File: config.mk
export PLATFORM = sky130hd
export DESIGN_NAME = baud_tick_gen
export DESIGN_NICKNAME = d
export VERILOG_FILES = /design/src/rtl/baud_tick_gen.sv
export SDC_FILE = /design/constraint.sdc
export NUM_CORES = 1
export LEC_CHECK = 0
export ABC_AREA = 1
export CORE_AREA = 10 10 113 95
export DETAILED_ROUTE_END_ITERATION = 7
export DIE_AREA = 0 0 123 105
export GPL_ROUTABILITY_DRIVEN = 0
export SYNTH_ARGS = -nofsm -noshare
export SYNTH_HDL_FRONTEND = slang
export SYNTH_SLANG_ARGS = --single-unit
export TNS_END_PERCENT = 10
File: constraint.sdc
create_clock -name clk -period 1.95 [get_ports clk]
set_input_delay 0.39 -clock clk [delete_from_list [all_inputs] [get_ports clk]]
set_output_delay 0.39 -clock clk [all_outputs]
set_load 0.1 [all_outputs]
File: src/rtl/baud_tick_gen.sv
module baud_tick_gen #(
  parameter int SCALE_W = 12,
  parameter int STEP_W  = 16
) (
  input  logic               clk,
  input  logic               rst_n,
  input  logic               enable,
  input  logic               restart,
  input  logic               cfg_load,
  input  logic [SCALE_W-1:0] cfg_scale,
  input  logic [STEP_W-1:0]  cfg_step,
  output logic               tick
);
  localparam int ACC_W = STEP_W + 1;

  logic [SCALE_W-1:0] scale_q;
  logic [SCALE_W-1:0] pre_cnt;
  logic [STEP_W-1:0]  step_q;
  logic [ACC_W-1:0]   acc_q;
  logic [ACC_W:0]     acc_sum;
  logic               clear;
  logic               pre_wrap;
  logic               advance;

  assign clear    = restart | cfg_load;
  assign pre_wrap = (pre_cnt == scale_q);
  assign advance  = enable & ~clear & pre_wrap;
  assign acc_sum  = {1'b0, acc_q} + {2'b00, step_q};
  assign tick     = advance & acc_sum[ACC_W];

  always_ff @(posedge clk) begin
    if (!rst_n) begin
      scale_q <= '0;
      step_q  <= '0;
      pre_cnt <= '0;
      acc_q   <= '0;
    end else begin
      if (cfg_load) begin
        scale_q <= cfg_scale;
        step_q  <= cfg_step;
      end
      if (clear) begin
        pre_cnt <= '0;
        acc_q   <= '0;
      end else if (enable) begin
        pre_cnt <= pre_wrap ? '0 : pre_cnt + 1'b1;
        if (pre_wrap) acc_q <= acc_sum[ACC_W-1:0];
      end
    end
  end
endmodule

==> results by stage <==
STA:
- Setup repair after global routing could not meet its margin everywhere.
- For the pin with the worst max-slew slack, the measured transition is 0.303 ns.
- The number of failing hold endpoints at the final stage is 0.
- The worst setup margin is -0.279 ns.
- The final setup skew is 0.0129 ns.
- The final critical path takes up 114% of the cycle.
- Counting I/O delays and the setup requirement, the final critical path takes 2.23 ns.
- The number of pins exceeding their max-slew limit in the final report was 0.
- Derived from the worst setup path, the maximum achievable clock frequency is 449 MHz.
- The worst slew slack as a fraction of its limit is 79.8%.
- Setup violations remaining at the end of the flow were counted as 5.

Worst setup path:
- Grouping stages by cell kind, the critical path spends the most delay in simple AND/OR/NAND/NOR gates.
- The largest individual stage delay along the critical path comes from the cell dfxtp_2.
- Data on the critical path is required at its endpoint by 1.56 ns.
- The cell with the most instances on the worst path is nand3_2.
- The most critical setup path has its startpoint at acc_q[4].
- The largest single stage delay on the critical path is 0.33 ns.
- The startpoint type of the worst setup path is a register.
- The endpoint class of the critical path is an output pin.
- The signal on the critical path passes through ha_4 -> nand2_4 -> inv_2 -> nand3_2 -> nand2_2 -> nand2_2 -> nand3_2 -> nand3_2 -> a21oi_4 -> buf_12.
- Along the worst path, the maximum fanout reaches 3.
- The critical path data arrival time is 1.84 ns.
- Counting both buffers and inverters, the worst setup path holds a total of 2.
- The worst setup path is of the reg2out kind.
- The worst register-to-register path begins at acc_q[4].

Routing:
- The count of nets left with antenna violations after detail routing is 0.
- The remaining routing DRC violations is 0.
- The detailed router's first-iteration violation count is 172.
- The routed design has 8.93 mm of wire.
- After detailed routing, the number of vias per cell comes to 4.69.
- Dividing the detail-routed wire length by the instance count gives 12.5 µm.
- The length of the first detailed-routing pass in iterations is 5.
- The total via count after detailed routing is 3348.

Worst hold path:
- The type of the worst min-delay path is reg2reg.
- The startpoint identified for the worst hold timing path is scale_q[0].

Yosys:
- Yosys printed 0 warnings.
- After synthesis, flip-flops and latches occupy 34.3% of the total area.
- The fraction of registers with async set/reset is 0%.
- The flop and latch count out of synthesis is 57.
- Yosys attributes the largest share of cell area to dfxtp_1 (34%), nand2_1 (14%), nor2_1 (12%).
- The number of nets in the synthesized netlist is 566.
- The most instantiated library cell after synthesis is nand2_1.
- Counting flops with a built-in enable in the synthesized netlist gives 0.
- For this run, the leading register cell type out of synthesis is dfxtp_1.
- The share of the synthesized area in the top cell type is 34.3%.
- The number of standard cells after synthesis is 515.
- By count the netlist is led by nand2_1 (120), nor2_1 (103), dfxtp_1 (57), inv_1 (56), o21ai_0 (48).
- In this run the mean area of a mapped cell was 6.46 µm².
- Summed over all instances, the cell type with the most area after synthesis is dfxtp_1.
- The netlist area before placement is 0.00332 mm².
- The count of different cell masters after synthesis is 28.

Pwr:
- The portion of total power attributed to the clock network is 42.0%.
- Registers are responsible for 44.0% of the overall power.
- The switching power is 0.697 mW.
- Power spread over the standard cell area amounts to 614 mW/mm².
- In this run switching power makes up 24.7% of total power.
- The reported leakage power is 2.09 nW.
- In this run, the combinational gates consume 14.0% of the power.
- VDD sags by at most 0.503 mV.
- Cell internal power was estimated by the tool at 2.13 mW.

Clocking:
- After clock tree synthesis, the clock-pin slew on the worst setup and hold paths is 0.06 ns.
- CTS placed an instance of clkbuf_8 at the clock tree root.
- The number of buffers on the longest clock path is 2.
- The H-tree depth reported by CTS is 3.
- TritonCTS built the clock tree.
- The clock sink count is 57.
- For the worst-skew pair, the clock arrives at the later sink with an insertion delay of 0.35 ns.
- TritonCTS created 9 clock buffers.

Die:
- The y dimension of the die is 105 µm.
- The floorplan core area is 0.00837 mm².
- The overall die width is 123 µm.
- The number of placed I/O pins is 34.
- The die covers 0.0129 mm².
- For this configuration, the core starts out at a cell density of 39.7%.
- Row generation in the floorplan step produced 30 rows.

Final layout:
- The finished layout holds 714 standard cells, fillers aside.
- Registers take 0.00116 mm².
- The share of final-layout standard cells stronger than drive strength 1 is 20.9%.
- The number of antenna diodes in the final layout is 0.
- The final instance area is 0.00460 mm².
- Compared with the post-synthesis result, the final layout area differs by 38.4%.
- The net count of the finished layout is 649.
- After filler insertion, the fill cell instance count of the layout stands at 822.
- The total area of multi-input combinational cells is 0.00213 mm².
- Cells fill 54.9% of the core in the end.

Global route:
- The number of global-route vias before repair came to 3265.
- The largest net degree at the start of global routing is 30.
- The total congestion overflow after global routing is 0.
- The first global-routing pass estimated 15.2 mm of wire.
- Across every metal layer, demand over resource in global routing totals 14.5%.
- The number of antenna violations at the first check in global routing is 0.

Placed design:
- Once placement finished, the instance area stood at 0.00408 mm².
- The pre-CTS setup slack is -0.318 ns.
- The number of cells after detailed placement is 681.
- In this run the tool buffered the top-level ports with 33 buffer cells.
- Detailed placement finished with a half-perimeter wire length of 6.51 mm.

Run status:
- The final reports fail on negative setup slack.
- The run finished, with violations left.

Run:
- The number of violations of the max-capacitance limit is 0.
-- cell type report --
type                       count  area share (%)
multi-input combinational    386            46.2
inverter                      59            4.82
tap                          112            3.05
timing repair buffer          85            16.1
clock inverter                 2           0.762
sequential                    57            25.1
clock buffer                  13            3.89
-- kinds of logic (layout without fill, tap and decap cells) --
kind of cell    count (synthesis)  count (layout)  synth area share, %
simple gates                  269             269                 32.8
compound gates                 81              81                 12.4
buf+inv                        72             159                 8.73
flops                          57              57                 34.3
fa+ha+maj                      18              18                 7.00
xor+xnor                       18              18                 4.74
-- placed cells by master, fill, tap and decap left out, types with 5 or more instances in the layout --
cell             Yosys  layout
a21oi_1             29      24
ha_1                17       9
nor2_2               4       5
ha_4                 0       8
buf_4                3      51
dfxtp_1             57      47
xor2_1               8       8
nand3_1             27      22
nor2_1             103     100
o21ai_0             48      47
xnor2_1             10       8
clkdlybuf4s50_1      0      31
dfxtp_2              0       9
inv_1               56      55
nand2_1            120     108
clkbuf_8             0      13
nand3_2              0       5
nand2_2              1      12
-- per-layer routing --
| layer | vias to the layer above | GRT usage (%) | wire (µm) |
|---|---|---|---|
| met5 | - | 0 | 0 |
| met4 | 0 | 5.40 | 179 |
| met3 | 12 | 4.41 | 541 |
| met2 | 67 | 21.3 | 3730 |
| met1 | 1466 | 19.4 | 4480 |
| li1 | 1803 | - | - |
-- path summary, 6_finish.rpt --
path / to / slack, ns / cells past startpoint
max: tick / -0.28 / 10
min: scale_q[0] / 0.49 / 2
max reg2reg: acc_q[9] / -0.21 / 17
min reg2reg: scale_q[0] / 0.49 / 2
-- through the flow --
stage / TNS (ns) / hold WS (ns) / total power, mW
after floorplan: -0.101 / 0.448 / 1.46
after global placement: -1.67 / 0.469 / 1.62
after detailed placement: -2.10 / 0.472 / 1.63
after CTS: -0.823 / 0.488 / 2.85
after global routing: -1.51 / 0.521 / 2.96
final: -0.942 / 0.487 / 2.82
-- power by group through the flow --
stage               sequential [mW]  combinational, mW  clock, mW
global route                   1.25              0.445       1.27
finish                         1.24              0.396       1.19
CTS                            1.24              0.384       1.22
floorplan                      1.26              0.205          0
global placement               1.26              0.357          0
detailed placement             1.26              0.362          0
-- worst min-delay path, cell delays in order, from the launching register on --
cell and delay (ns):
dfxtp_1 0.31, inv_1 0.07, a21oi_1 0.06
-- registers in the layout, indices dropped and copies added (netlist names) --
name	flops
acc_q	17
pre_cnt	12
scale_q	12
step_q	16
-- repair_timing --
item | CTS | global route
hold buffers | 0 | 0
pin swaps | 11 | 7
buffers inserted | 16 | 2
resized for setup | 30 | 11
setup endpoints to repair | 1 | 9
Power figures use the tool's default switching activity.
